$ cat src/rtl/xtc_pkg.sv
`timescale 1ns/1ps
package xtc_pkg;
  localparam logic [1:0] XM_RTZ   = 2'd0;
  localparam logic [1:0] XM_THERM = 2'd1;
  localparam logic [1:0] XM_ALT   = 2'd2;

  // Mode 3 folds onto return-to-zero.
  function automatic logic [1:0] xtc_norm(input logic [1:0] m);
    return (m == 2'd3) ? XM_RTZ : m;
  endfunction

  function automatic logic [3:0] xtc_therm(input logic [1:0] p);
    case (p)
      2'd0:    return 4'b0000;
      2'd1:    return 4'b0001;
      2'd2:    return 4'b0011;
      default: return 4'b0111;
    endcase
  endfunction

  // Code word for one wire, symbol [3] is sent first.
  function automatic logic [3:0] xtc_encode(input logic [1:0] m, input logic ph,
                                            input logic [1:0] p);
    logic [3:0] t;
    t = xtc_therm(p);
    case (m)
      XM_THERM: return t;
      XM_ALT:   return ph ? {t[0], t[1], t[2], t[3]} : {t[2:0], 1'b1};
      default:  return {p[1], 1'b0, p[0], 1'b0};
    endcase
  endfunction

  // Inverse search over the four pair values: {hit, pair}.
  function automatic logic [2:0] xtc_decode(input logic [1:0] m, input logic ph,
                                            input logic [3:0] w);
    logic [2:0] r;
    r = 3'b000;
    for (int k = 0; k < 4; k++) begin
      if (xtc_encode(m, ph, 2'(k)) == w) r = {1'b1, 2'(k)};
    end
    return r;
  endfunction
endpackage

$ cat src/rtl/xtc_encoder.sv
`timescale 1ns/1ps
module xtc_encoder
  import xtc_pkg::*;
#(
  parameter int WIRES = 4
) (
  input  logic                 clk,
  input  logic                 rst_n,
  input  logic [1:0]           mode,
  input  logic [2*WIRES-1:0]   in_data,
  input  logic                 in_valid,
  output logic                 in_ready,
  output logic [WIRES-1:0]     bus_q,
  output logic                 bus_stb
);
  localparam int SYM_LAST = 3;

  logic [3:0] code_d [WIRES];
  logic [3:0] code_q [WIRES];
  logic [1:0] mode_n, prev_mode_q, blk_mode_q, cnt_q;
  logic       busy_q, guard_q, phase_q, accept, need_guard;

  assign mode_n     = xtc_norm(mode);
  assign in_ready   = !busy_q || (cnt_q == 2'd0 && !guard_q);
  assign accept     = in_valid && in_ready;
  assign need_guard = (mode_n != prev_mode_q);

  for (genvar w = 0; w < WIRES; w++) begin : g_enc
    assign code_d[w] = xtc_encode(mode_n, phase_q, in_data[2*w +: 2]);
  end

  always_ff @(posedge clk) begin
    if (!rst_n) begin
      busy_q      <= 1'b0;
      guard_q     <= 1'b0;
      cnt_q       <= 2'd0;
      phase_q     <= 1'b0;
      prev_mode_q <= XM_RTZ;
      blk_mode_q  <= XM_RTZ;
      bus_q       <= '0;
      bus_stb     <= 1'b0;
      for (int w = 0; w < WIRES; w++) code_q[w] <= 4'd0;
    end else if (accept) begin
      busy_q      <= 1'b1;
      cnt_q       <= 2'(SYM_LAST);
      blk_mode_q  <= mode_n;
      prev_mode_q <= mode_n;
      phase_q     <= (mode_n == XM_ALT) ? !phase_q : 1'b0;
      if (need_guard) begin
        guard_q <= 1'b1;
        bus_stb <= 1'b0;
        bus_q   <= '0;
        for (int w = 0; w < WIRES; w++) code_q[w] <= code_d[w];
      end else begin
        guard_q <= 1'b0;
        bus_stb <= 1'b1;
        for (int w = 0; w < WIRES; w++) begin
          bus_q[w]  <= code_d[w][3];
          code_q[w] <= {code_d[w][2:0], 1'b0};
        end
      end
    end else if (busy_q && (guard_q || cnt_q != 2'd0)) begin
      bus_stb <= 1'b1;
      guard_q <= 1'b0;
      if (!guard_q) cnt_q <= cnt_q - 2'd1;
      for (int w = 0; w < WIRES; w++) begin
        bus_q[w]  <= code_q[w][3];
        code_q[w] <= {code_q[w][2:0], 1'b0};
      end
    end else if (busy_q) begin
      busy_q  <= 1'b0;
      bus_stb <= 1'b0;
    end
  end


  no_opposite_chk: assert property (@(posedge clk) disable iff (!rst_n)
    !((|(bus_q & ~$past(bus_q))) && (|(~bus_q & $past(bus_q)))));


  ready_drop_chk: assert property (@(posedge clk) disable iff (!rst_n)
    (in_valid && in_ready) |=> !in_ready);


  rtz_slot_chk: assert property (@(posedge clk) disable iff (!rst_n)
    (bus_stb && blk_mode_q == XM_RTZ && !cnt_q[0]) |-> (bus_q == '0));


  therm_rise_chk: assert property (@(posedge clk) disable iff (!rst_n)
    (bus_stb && blk_mode_q == XM_THERM && cnt_q != 2'd3) |-> ((~bus_q & $past(bus_q)) == '0));


  guard_slot_chk: assert property (@(posedge clk) disable iff (!rst_n)
    (in_valid && in_ready && xtc_norm(mode) != prev_mode_q) |=> (!bus_stb && bus_q == '0));
endmodule

$ cat src/rtl/xtc_decoder.sv
`timescale 1ns/1ps
module xtc_decoder
  import xtc_pkg::*;
#(
  parameter int WIRES = 4
) (
  input  logic                 clk,
  input  logic                 rst_n,
  input  logic [1:0]           mode,
  input  logic [WIRES-1:0]     bus_d,
  input  logic                 bus_d_stb,
  output logic [2*WIRES-1:0]   out_data,
  output logic                 out_valid,
  output logic                 out_err
);
  logic [2:0]         sh_q [WIRES];
  logic [1:0]         cnt_q, blk_mode_q;
  logic               phase_q;
  logic [WIRES-1:0]   hit_w;
  logic [2*WIRES-1:0] pair_d;

  for (genvar w = 0; w < WIRES; w++) begin : g_dec
    assign {hit_w[w], pair_d[2*w +: 2]} = xtc_decode(blk_mode_q, phase_q, {sh_q[w], bus_d[w]});
  end

  always_ff @(posedge clk) begin
    if (!rst_n) begin
      cnt_q      <= 2'd0;
      blk_mode_q <= XM_RTZ;
      phase_q    <= 1'b0;
      out_data   <= '0;
      out_valid  <= 1'b0;
      out_err    <= 1'b0;
      for (int w = 0; w < WIRES; w++) sh_q[w] <= 3'd0;
    end else begin
      out_valid <= 1'b0;
      if (bus_d_stb) begin
        cnt_q <= cnt_q + 2'd1;
        for (int w = 0; w < WIRES; w++) sh_q[w] <= {sh_q[w][1:0], bus_d[w]};
        if (cnt_q == 2'd0) blk_mode_q <= xtc_norm(mode);
        if (cnt_q == 2'd3) begin
          out_valid <= 1'b1;
          out_data  <= pair_d;
          out_err   <= !(&hit_w);
          phase_q   <= (blk_mode_q == XM_ALT) ? !phase_q : 1'b0;
        end
      end
    end
  end


  valid_after_stb_chk: assert property (@(posedge clk) disable iff (!rst_n)
    out_valid |-> $past(bus_d_stb));


  valid_pulse_chk: assert property (@(posedge clk) disable iff (!rst_n)
    out_valid |=> !out_valid);
endmodule

$ cat src/rtl/xtalk_temporal_coder.sv
`timescale 1ns/1ps
module xtalk_temporal_coder #(
  parameter int WIRES = 4
) (
  input  logic                 clk,
  input  logic                 rst_n,
  input  logic [1:0]           mode,
  input  logic [2*WIRES-1:0]   in_data,
  input  logic                 in_valid,
  output logic                 in_ready,
  output logic [WIRES-1:0]     bus_out,
  output logic                 bus_stb,
  input  logic [WIRES-1:0]     bus_in,
  input  logic                 bus_in_stb,
  input  logic [1:0]           rx_mode,
  output logic [2*WIRES-1:0]   out_data,
  output logic                 out_valid,
  output logic                 out_err
);
  xtc_encoder #(.WIRES(WIRES)) u_enc (
    .clk(clk), .rst_n(rst_n), .mode(mode), .in_data(in_data),
    .in_valid(in_valid), .in_ready(in_ready), .bus_q(bus_out), .bus_stb(bus_stb)
  );

  xtc_decoder #(.WIRES(WIRES)) u_dec (
    .clk(clk), .rst_n(rst_n), .mode(rx_mode), .bus_d(bus_in), .bus_d_stb(bus_in_stb),
    .out_data(out_data), .out_valid(out_valid), .out_err(out_err)
  );
endmodule

$ cat config.mk
export PLATFORM = sky130hd
export DESIGN_NAME = xtalk_temporal_coder
export DESIGN_NICKNAME = d
export VERILOG_FILES = /design/src/rtl/xtc_pkg.sv /design/src/rtl/xtc_encoder.sv /design/src/rtl/xtc_decoder.sv /design/src/rtl/xtalk_temporal_coder.sv
export SDC_FILE = /design/constraint.sdc
export NUM_CORES = 1
export LEC_CHECK = 0
export ABC_AREA = 1
export BUFFER_PORTS_ARGS = -buffer_cell sky130_fd_sc_hd__buf_2
export CAP_MARGIN = 30
export CORE_ASPECT_RATIO = 0.7
export CORE_MARGIN = 3
export CORE_UTILIZATION = 53
export CTS_BUF_LIST = sky130_fd_sc_hd__clkbuf_16
export DETAILED_ROUTE_END_ITERATION = 10
export PLACE_DENSITY = 0.72
export RECOVER_POWER = 50
export SLEW_MARGIN = 20
export SYNTH_ARGS = -nofsm -noshare
export SYNTH_HDL_FRONTEND = slang
export SYNTH_SLANG_ARGS = --single-unit
$ cat constraint.sdc
create_clock -name clk -period 2 [get_ports clk]
set_input_delay 0.5 -clock clk [delete_from_list [all_inputs] [get_ports clk]]
set_output_delay 0.5 -clock clk [all_outputs]
set_load 0.005 [all_outputs]
### Word-level counts from Yosys, hierarchy flattened

Memory sizes are Yosys's and may differ from the RTL's.
Cells that the tools add are included.

| cells by class | value |
|---|---|
| add/subtract/negate cells | 2 |
| multipliers | 0 |
| divide/modulo/power cells | 0 |
| magnitude comparators | 0 |
| eq/ne operators | 34 |
| shift operators | 0 |
| muxes and demuxes | 86 |
| bitwise gates (word level) | 16 |
| reduce and logical (&&, ||, !) cells | 24 |

Operator list:

| cell | number |
|---|---|
| $mux W4 | 22 |
| $eq A4 B4 Y1 | 16 |
| $mux W3 | 20 |
| $pmux W4 S2 | 7 |
| $pmux W3 S3 | 4 |
| $mux W1 | 28 |
| $eq A2 B2 Y1 const B | 9 |
| $or A1 B1 Y1 | 16 |
| $eq A2 B1 Y1 const B | 6 |
| $logic_not A2 Y1 | 6 |
| $mux W2 | 5 |
| $reduce_and A2 Y1 | 4 |
| $logic_not A1 Y1 | 5 |
| $reduce_and A4 Y1 | 1 |
| $reduce_bool A2 Y1 | 2 |
| $logic_and A1 B1 Y1 | 3 |
| $reduce_bool A3 Y1 | 1 |
| $add A2 B1 Y2 const B | 1 |
| $logic_or A1 B1 Y1 | 2 |
| $ne A2 B1 Y1 const B | 1 |
| $ne A2 B2 Y1 | 1 |
| $ne A2 B2 Y1 const B | 1 |
| $sub A2 B1 Y2 const B | 1 |

| word-level totals | value |
|---|---|
| bits in registers | 27 |
| latch bits | 0 |
| memory bits (writable) | 28 |
| bits in read-only memories | 0 |
| input port bits | 20 |
| output and inout port bits | 16 |
| word-level logic and storage cells | 177 |
| memories | 2 |

Memories:

| name | depth | width | read ports | clocked after memory_dff | wr ports | line | RTL |
|---|---|---|---|---|---|---|---|
| u_enc.code_q | 4 | 4 | 4 | 0 | 4 | xtc_encoder.sv:19 | `logic [3:0] code_q [WIRES];` |
| u_dec.sh_q | 4 | 3 | 4 | 0 | 4 | xtc_decoder.sv:16 | `logic [2:0] sh_q [WIRES];` |

### Logic depth before layout (Yosys ltp)

Gate-level depths: netlist (run 1).

| logic depth | value |
|---|---|
| word-level depth | 10 |
| gate-level depth with buffers | 14 |
| depth with buffers taken out | 14 |

### Hierarchy

From an unflattened synthesis (run 1), not the netlist that was laid out.

| unflattened totals | value |
|---|---|
| cells, all modules | 497 |
| area, all modules | 3,513.4 µm² |

By module, submodules not included:

| module | times used | cells an instance | area an instance (µm²) | seq. area each (µm²) |
|---|---|---|---|---|
| xtc_decoder | 1 | 243 | 1,779.2 | 660.6 |
| xtc_encoder | 1 | 254 | 1,734.2 | 680.7 |

### Worst setup path after synthesis (run 1)

OpenSTA, ideal clock, no wires.

| timing | value |
|---|---|
| kind | input -> register |
| start | input mode[0] |
| end | memory u_enc.code_q[3][1], data pin |
| library setup time | 0.256 ns |
| arrival time | 1.632 ns |
| data required time | 1.744 ns |
| slack | 0.112 ns |
| cell stages on the path | 11 |
| buffers on the path | 1 |
| cells stage by stage | inv_1 ha_1 buf_4 inv_1 nand2_1 nor2_1 inv_1 nand2_1 nand2_1 nand2_1 a22o_1 |

RTL lines:

| what | line | RTL |
|---|---|---|
| from (decl) | xtalk_temporal_coder.sv:7 | `input logic [1:0] mode,` |
| to (decl) | xtc_encoder.sv:19 |  |

### Worst setup path after layout (run 1)

| timing | value |
|---|---|
| start | register u_dec.blk_mode_q[0] |
| end | register u_dec.out_err |

| on the way | value |
|---|---|
| cells in the longest elaborated chain, start to end | 9 |
| elaborated cells between the ends (all ways) | 40 |
| those cells by class | 18 x eq/ne; 20 x mux; 2 x reduce/logical |

RTL lines:

| what | line | RTL |
|---|---|---|
| from (decl) | xtc_decoder.sv:17 | `logic [1:0] cnt_q, blk_mode_q;` |
| from (signal assigned) | xtc_decoder.sv:40 | `if (cnt_q == 2'd0) blk_mode_q <= xtc_norm(mode);` |
| $eq A2 B2 Y1 | xtc_pkg.sv:26 | `case (m)` |
| $mux W4 | xtc_pkg.sv:26 |  |
| $eq A4 B4 Y1 | xtc_pkg.sv:39 | `if (xtc_encode(m, ph, 2'(k)) == w) r = {1'b1, 2'(k)};` |
| $mux W3 (4 in series) | xtc_pkg.sv:39 |  |
| $reduce_and A4 Y1 (*) | xtc_decoder.sv:44 | `out_err <= !(&hit_w);` |
| $logic_not A1 Y1 (*) | xtc_decoder.sv:44 |  |
| to (signal assigned) | xtc_decoder.sv:44 |  |
| to (decl) | xtc_decoder.sv:14 | `output logic out_err` |

Mark *: on every way between the ends. The rest lies on a longest branch, timed or not.
A chain may end at the register's enable or synchronous reset.

==> reports/results.ini, run 1 <==
[sta]
drv_slew = 0
worst_slack_ns = 0.144
fin_skew_ns = 0.00961
period_share_pct = 92.8
layout_min_cycle_time_ns = 1.86
final-setup-viol-count = 0
timing.hold.ws_ns = 0.462
fmax_ghz = 0.539
rsz0062_at_grt = no
final_hold_viol_count = 0
worstMarginPinSlew_ns = 0.714
maxSlewHeadroom_pct = 52.4
setup_tns_ns = 0

[global_route]
grt_overflow = 0
grt_pass1_vias = 2830
grt_antenna_before_repair = 0
grt.total_usage_pct = 24.6
grt_pass1_wl_um = 14300
grt_max_degree = 28

[die]
dieArea_mm2 = 0.00742
ios = 36
core_mm2 = 0.00596
rows = 23
dieWidth_um = 102
fp.dieH_um = 73.0
initial_core_util_pct = 57.0

[logic_synthesis]
syn_area_mm2 = 0.00340
syn_avg_cell_area_um2 = 7.38
ys_seq_area_share_pct = 39.5
synth-warning-count = 0
ys_seq_elements = 55
synth_top_area_share_pct = 21.2
synthTopCellsByArea = edfxtp_1 (21%), dfxtp_1 (18%), nand2_1 (13%)
synth_cell_types = 38
syn-num-nets = 489
synth_most_common_cell = nand2_1
synth_cells = 460
async_flop_share_pct = 0
yosys-top-cells-count = nand2_1 (117), inv_1 (56), nor2_1 (35)
yosys.area.top_type = edfxtp_1
synth-edff-count = 24
synth_flop_cell = dfxtp_1

[pwr]
leakagePower_nw = 1.84
power.total_mw = 2.88
ir_drop_v = 0.000457
p_per_area_mw_per_mm2 = 738

[route]
routedWlPerCell_um = 14.8
via_per_inst = 5.64
drc_errors = 0
wl_um = 8690
ant_nets = 0
drtPass1Iterations = 5
drtIter0Drc = 306
vias = 3319

[worst_setup_path]
crit_arrival_ns = 2.04
worstPathCellList = inv_1 > ha_2 > inv_4 > nand2_4 > inv_2 > nand2_1 > a21oi_2 > nand3_2 > nand2_1 > o21ai_1 > nor2_1 > nor2_1
critPathCaptureType = flop
crit_path_top_delay_cell = dfxtp_1
setup.worst_path.start_class = flop
critPathMaxStageDelay_ns = 0.34
worstPathMaxFanout = 8
crit_required_ns = 2.18
path_class = reg2reg

[cells_and_area]
drive_gt1_share_pct = 19.3
areaGrowthSynthToFinish_pct = 15.0
final.fill_count = 511
final_util_pct = 65.6
fin_area_mm2 = 0.00391
fin_nets = 541
diodes = 0
final_cells = 588

[clocking]
cts_tree = built
postCtsSetupBuffers = 0
ctsRootBufferMaster = clkbuf_16
ctsLongestPathBuffers = 2
cts_buffers = 5
cts_sinks = 55
htreeDepth = 2
cts.clk_slew.worst_paths_ns = 0.08
insertion_delay_ns = 0.30

[flow_run]
drv_cap = 0

[run_status]
outcome = complete, no violations

[place]
port_buffers = 35
place.detailed.hpwl_um = 6620
pre_cts_ws_ns = -0.125
gp_congestion = 0.973
placedInstanceArea_mm2 = 0.00375
dp_cells = 580

[worst_hold_path]
hold_path.class = reg2reg

layout make-up:
cell class                      count  area, um^2  share of cell area [%]
Clock buffer                        5         125                    3.20
Clock inverter                      3        26.3                   0.672
Inverter                           63         239                    6.12
Multi-Input combinational cell    334        1790                    45.8
Sequential cell                    55        1340                    34.3
Tap cell                           75        93.8                    2.40
Timing Repair Buffer               53         294                    7.52
power breakdown:
part / total [mW] / internal [mW] / switching (mW)
clock network: 0.912 / 0.477 / 0.435
logic: 0.674 / 0.235 / 0.439
registers: 1.30 / 1.25 / 0.0443
total: 2.88 / 1.96 / 0.918
cell families after synthesis:
kind of cell    Yosys count  synth area share, %
simple gates            221                 29.7
xor+xnor                  9                 2.54
flops                    55                 39.5
fa+ha+maj                 9                 3.31
buf+inv                  71                 8.32
compound gates           95                 16.6
worst max-delay path: cells and delay by family (launching register included):
| family | cells | cell delay, ns |
|---|---|---|
| buf+inv | 3 | 0.30 |
| flops | 1 | 0.34 |
| compound gates | 2 | 0.25 |
| simple gates | 6 | 0.55 |
| fa+ha+maj | 1 | 0.31 |
state kept, by name (all words and copies together), names as in the netlist, 2 cells and up:
name,count
u_enc.bus_q,4
u_enc.cnt_q,2
u_dec.sh_q,12
u_dec.out_data,8
u_dec.cnt_q,2
u_enc.prev_mode_q,2
u_enc.code_q,16
u_dec.blk_mode_q,2
final timing paths:
| check | startpoint | endpoint | slack (ns) | cells after the start |
|---|---|---|---|---|
| setup / recovery | u_dec.blk_mode_q[0] | u_dec.out_err | 0.14 | 12 |
| hold / removal | u_enc.bus_q[3] | u_enc.bus_q[3] | 0.46 | 2 |
| setup reg to reg | u_dec.blk_mode_q[0] | u_dec.out_err | 0.14 | 12 |
| hold reg to reg | u_enc.bus_q[3] | u_enc.bus_q[3] | 0.46 | 2 |
cell usage in the layout (no fill, tap or decap), types with 2 or more instances in the layout:
master / Yosys / routed
nand2_1: 117 / 118
nand3_2: 5 / 5
nand2_4: 4 / 5
o211ai_1: 8 / 8
clkbuf_1: 4 / 9
a32oi_1: 4 / 3
buf_4: 2 / 16
o22ai_1: 6 / 6
inv_1: 56 / 56
nor2_2: 3 / 3
dfxtp_1: 31 / 31
a31oi_1: 4 / 4
xor2_1: 6 / 6
a21oi_2: 6 / 6
ha_2: 0 / 2
inv_2: 7 / 6
a21oi_1: 26 / 26
nor2_1: 35 / 35
nor3_1: 3 / 3
buf_2: 1 / 28
o21ai_1: 7 / 7
edfxtp_1: 24 / 24
xnor2_1: 2 / 2
ha_1: 9 / 7
clkbuf_16: 0 / 5
nand3_1: 31 / 31
nand4_1: 3 / 3
o21ai_0: 28 / 28
o221ai_1: 2 / 2
inv_6: 0 / 2
nand2_2: 16 / 14
routing by layer:
metal,wire [um],global-route usage [%]
met1,4440,41.8
met2,3230,30.5
met3,959,5.73
met4,64,4.57
met5,0,0
what timing repair did:
item                                    CTS  global route
endpoints found under the setup margin    0             2
hold buffers                              0             0
gates resized for setup                   0             5
(Power assumes the default switching activity.)
==> run 2, diff against run 1 <==
Settings changed: CORE_UTILIZATION 53 to 45, PLACE_DENSITY 0.72 to 0.62, RECOVER_POWER 50 to 25.
==> reports/results.ini, run 2 (synthesized netlist as in run 1, its figures left out) <==
[clocking]
cts_sinks = 55
htreeDepth = 2
cts_buffers = 5
ctsLongestPathBuffers = 2
cts.clk_slew.worst_paths_ns = 0.08
cts_tree = built
insertion_delay_ns = 0.30
ctsRootBufferMaster = clkbuf_16

[worst_setup_path]
r2r_end = u_dec.out_err
critPathCaptureType = flop
crit_end = u_dec.out_err
crit_required_ns = 2.19
crit_arrival_ns = 2.03
crit_path_start = u_dec.blk_mode_q[0]
worstPathMaxFanout = 9
r2r_start = u_dec.blk_mode_q[0]
path_class = reg2reg
ff2ff_setup_slack_ns = 0.16
setup.worst_path.start_class = flop
r2r_cells = 12

[global_route]
grt_antenna_before_repair = 0
grt_overflow = 0
grt_pass1_vias = 2865
grt.total_usage_pct = 21.4
grt_pass1_wl_um = 14600
grt_max_degree = 19

[route]
via_per_inst = 5.24
drc_errors = 0
ant_nets = 0
vias = 3190
wl_um = 8780
routedWlPerCell_um = 14.4
drtIter0Drc = 203
drtPass1Iterations = 5

[sta]
period_share_pct = 92.1
setup_tns_ns = 0
fin_skew_ns = 0.00809
rsz0062_at_grt = no
final_hold_viol_count = 0
layout_min_cycle_time_ns = 1.84
drv_slew = 0
maxSlewHeadroom_pct = 65.3
fmax_ghz = 0.543
final-setup-viol-count = 0
worstMarginPinSlew_ns = 0.520

[cells_and_area]
final_cells = 609
final.fill_count = 683
areaGrowthSynthToFinish_pct = 16.1
final_common_cell = nand2_1
top_regs = u_enc.code_q: 16 flops, u_dec.sh_q: 12 flops, u_dec.out_data: 8 flops
largest_reg_flops = 16
largest-register = u_enc.code_q
mostFrequentLayoutCells = nand2_1 (117), inv_1 (56), nor2_1 (35)
drive_gt1_share_pct = 20.4
diodes = 0
fin_nets = 543
fin_area_mm2 = 0.00395

[die]
ios = 36
dieWidth_um = 110
core_mm2 = 0.00704
dieArea_mm2 = 0.00864
rows = 25
initial_core_util_pct = 48.3
fp.dieH_um = 78.7

[pwr]
leakagePower_nw = 1.87
ir_drop_v = 0.000352
intPower_mw = 1.96
combPwrFrac_pct = 23.6
p_switching_mw = 0.911
switching_share_pct = 31.7
p_seq_share_pct = 45.2
p_per_area_mw_per_mm2 = 728
power_frac_clock_pct = 31.2

[worst_hold_path]
min-delay-start = u_enc.code_q[3][0]
hold_path.class = reg2reg

[place]
gp_congestion = 1.01
place.detailed.hpwl_um = 6940
port_buffers = 35
dp_cells = 601
placedInstanceArea_mm2 = 0.00379

[run_status]
outcome = complete, no violations

[flow_run]
drv_cap = 0

## run 2: changes by cell type in the layout (fill, tap and decap cells not counted), sizes merged
| cell | change |
|---|---|
| buf | +5 |
| inv | -1 |
| clkbuf | -3 |
| clkinv | +1 |
## run 2: cell type report
type                    instances  area (um^2)  area share [%]
inverters                      63          239            6.06
well taps                      94          118            2.98
clock inverters                 3         22.5           0.571
clock buffers                   5          125            3.17
repair buffers                 55          312            7.90
multi-input cells             334         1790            45.3
flip-flops and latches         55         1340            34.0
## run 2: how the worst min path moves through the flow
stage	end	slack (ns)	cells after the start
finish	u_enc.code_q[3][0]	0.47	2
detailed placement	u_enc.code_q[3][0]	0.45	2
floorplan	u_enc.code_q[3][0]	0.44	2
global placement	u_enc.code_q[3][0]	0.45	2
global route	u_enc.code_q[3][0]	0.50	2
CTS	u_enc.code_q[3][0]	0.47	2
## run 2: per-stage QoR
step | hold WS, ns | total power [mW] | util (%) | setup WS (ns)
global placement | 0.449 | 1.98 | 53.9 | -0.00334
detailed placement | 0.454 | 1.99 | 53.9 | -0.0216
CTS | 0.466 | 2.89 | 56.0 | 0.0783
global route | 0.498 | 3.05 | 56.1 | 0.0222
finish | 0.467 | 2.87 | 56.1 | 0.158
floorplan | 0.435 | 1.77 | - | 0.112
## run 2: critical path, cell delays in order, from the launching register on
cell     delay, ns
dfxtp_1       0.32
inv_1         0.10
ha_2          0.27
nand2_4       0.12
buf_4         0.17
nand3_1       0.06
nand2_1       0.05
nor2_1        0.14
nand3_2       0.13
nand4_1       0.13
nand3_1       0.09
nor2_1        0.09
nor2_1        0.04
## run 2: power by group through the flow
stage | logic (mW) | clock network (mW) | registers, mW
4_1_cts | 0.667 | 0.924 | 1.30
5_1_grt | 0.761 | 0.983 | 1.31
3_5_place_dp | 0.664 | 0 | 1.32
6_report | 0.678 | 0.897 | 1.30
2_1_floorplan | 0.455 | 0 | 1.31
3_3_place_gp | 0.660 | 0 | 1.32
## run 2: timing repair
item                                    4_1_cts  5_1_grt
gates resized for setup                       0        5
endpoints found under the setup margin        0        1
buffers inserted                              0        0
hold buffers                                  0        0
## run 2: layer usage
layer	global-route usage (%)	wire length, um
met1	36.6	4920
met2	26.3	3110
met3	4.06	686
met4	4.86	66
met5	0	0
==> run 3, diff against run 2 <==
Settings changed: PLACE_DENSITY 0.62 to 0.6, SLEW_MARGIN 20 to not set.
Clock period 2 ns to 2.2 ns, I/O delays scaled along.
==> reports/results.ini, run 3 (synthesized netlist as in run 1, its figures left out) <==
[run_status]
outcome = complete, no violations

[cells_and_area]
final_cells = 599
areaGrowthSynthToFinish_pct = 14.3
fin_area_mm2 = 0.00388
mostFrequentLayoutCells = nand2_1 (117), inv_1 (56), nor2_1 (35)
top_regs = u_enc.code_q: 16 flops, u_dec.sh_q: 12 flops, u_dec.out_data: 8 flops
final.fill_count = 703
drive_gt1_share_pct = 19.0
regArea_mm2 = 0.00134
largest_reg_flops = 16
diodes = 0
largest-register = u_enc.code_q
final_util_pct = 55.2
fin_nets = 533
final_common_cell = nand2_1
multi_input_area_mm2 = 0.00177

[sta]
period_share_pct = 86.5
final_hold_viol_count = 0
fin_skew_ns = 0.00673
drv_slew = 0
rsz0062_at_grt = no
worst_slack_ns = 0.296
timing.hold.ws_ns = 0.467
worstMarginPinSlew_ns = 0.899
maxSlewHeadroom_pct = 40.1
final-setup-viol-count = 0
setup_tns_ns = 0
fmax_ghz = 0.525
layout_min_cycle_time_ns = 1.90

[place]
gp_congestion = 0.957
port_buffers = 35
placedInstanceArea_mm2 = 0.00372
pre_cts_ws_ns = 0.0590
place.detailed.hpwl_um = 6690
dp_cells = 591

[worst_setup_path]
crit_family = simple AND/OR/NAND/NOR gates
critPathMaxStageDelay_ns = 0.33
crit_path_top_delay_cell = dfxtp_1
critPathCaptureType = flop
r2r_start = u_dec.blk_mode_q[0]
setup.worst_path.start_class = flop
r2r_cells = 12
ff2ff_setup_slack_ns = 0.30
crit_arrival_ns = 2.08
worstPathCellList = inv_1 > ha_1 > nand2_2 > nand2_4 > inv_2 > nand2_1 > a21oi_2 > nand3_2 > nand2_1 > o21ai_1 > nor2_1 > nor2_1
crit_required_ns = 2.38
path_class = reg2reg
r2r_end = u_dec.out_err
path_buf_inv = 2
worstPathMaxFanout = 11

[route]
via_per_inst = 5.30
drc_errors = 0
drtPass1Iterations = 5
drtIter0Drc = 251
routedWlPerCell_um = 14.5
vias = 3173
ant_nets = 0
wl_um = 8710

[clocking]
cts_tree = built
cts_buffers = 5
htreeDepth = 2
ctsResizeCount = 0
ctsRootBufferMaster = clkbuf_16
cts_sinks = 55
postCtsSetupBuffers = 0
ctsLongestPathBuffers = 2
hold_buffers = 0
insertion_delay_ns = 0.29
cts.clk_slew.worst_paths_ns = 0.07

[pwr]
switching_share_pct = 29.9
ir_drop_v = 0.000362
p_per_area_mw_per_mm2 = 690
p_switching_mw = 0.800
power_frac_clock_pct = 33.8
intPower_mw = 1.88
combPwrFrac_pct = 22.2
p_seq_share_pct = 44.0
power.total_mw = 2.68
leakagePower_nw = 1.83

[worst_hold_path]
hold_depth = 2
holdPathEnd = u_enc.code_q[3][0]
hold_path.class = reg2reg
min-delay-start = u_enc.code_q[3][0]

[die]
ios = 36
fp.dieH_um = 78.7
core_mm2 = 0.00704
rows = 25
dieWidth_um = 110
initial_core_util_pct = 48.3
dieArea_mm2 = 0.00864

[global_route]
grt.total_usage_pct = 20.8
grt_overflow = 0
grt_max_degree = 22
grt_pass1_wl_um = 14100
grt_antenna_before_repair = 0
grt_pass1_vias = 2778

[flow_run]
drv_cap = 0

## run 3: cell count changes in the layout (fill, tap and decap cells not counted), sizes merged
cell and change:
bufinv +1, clkbuf -4, buf -6, inv -1
## run 3: cell type report
| class | count | area share (%) |
|---|---|---|
| sequential | 55 | 34.5 |
| clock buffer | 5 | 3.22 |
| timing repair buffer | 45 | 6.32 |
| clock inverter | 3 | 1.13 |
| tap | 94 | 3.03 |
| inverter | 63 | 6.09 |
| multi-input combinational | 334 | 45.7 |
## run 3: power groups by stage
stage / sequential (mW) / clock [mW] / combinational (mW)
floorplan: 1.19 / 0 / 0.413
global placement: 1.20 / 0 / 0.584
detailed placement: 1.20 / 0 / 0.586
CTS: 1.18 / 0.928 / 0.589
global route: 1.18 / 0.975 / 0.667
finish: 1.18 / 0.904 / 0.596
## run 3: layer usage
layer | wire, um | up-vias | GRT usage [%]
met1 | 4910 | 1467 | 36.7
met4 | 24 | 0 | 2.62
met3 | 550 | 2 | 3.90
met5 | 0 | - | 0
li1 | - | 1614 | -
met2 | 3220 | 90 | 25.2
## run 3: tightest hold or removal path: cells and delay by family, from the launching register on
kind / cells / cell delay, ns
AO/OA/AOI/OAI: 1 / 0.05
flip-flops: 1 / 0.32
AND/OR/NAND/NOR: 1 / 0.06
## run 3: how the worst max path moves through the flow
| stage | slack (ns) | cells after the start | endpoint | startpoint |
|---|---|---|---|---|
| 3_3_place_gp | 0.12 | 9 | u_enc.code_q[3][1] | mode[1] |
| 6_report | 0.30 | 12 | u_dec.out_err | u_dec.blk_mode_q[0] |
| 3_5_place_dp | 0.06 | 9 | u_enc.code_q[3][1] | mode[1] |
| 2_1_floorplan | 0.26 | 11 | u_enc.code_q[3][1] | mode[0] |
| 4_1_cts | 0.32 | 12 | u_dec.out_err | u_dec.blk_mode_q[0] |
| 5_1_grt | 0.15 | 12 | u_dec.out_err | u_dec.blk_mode_q[0] |
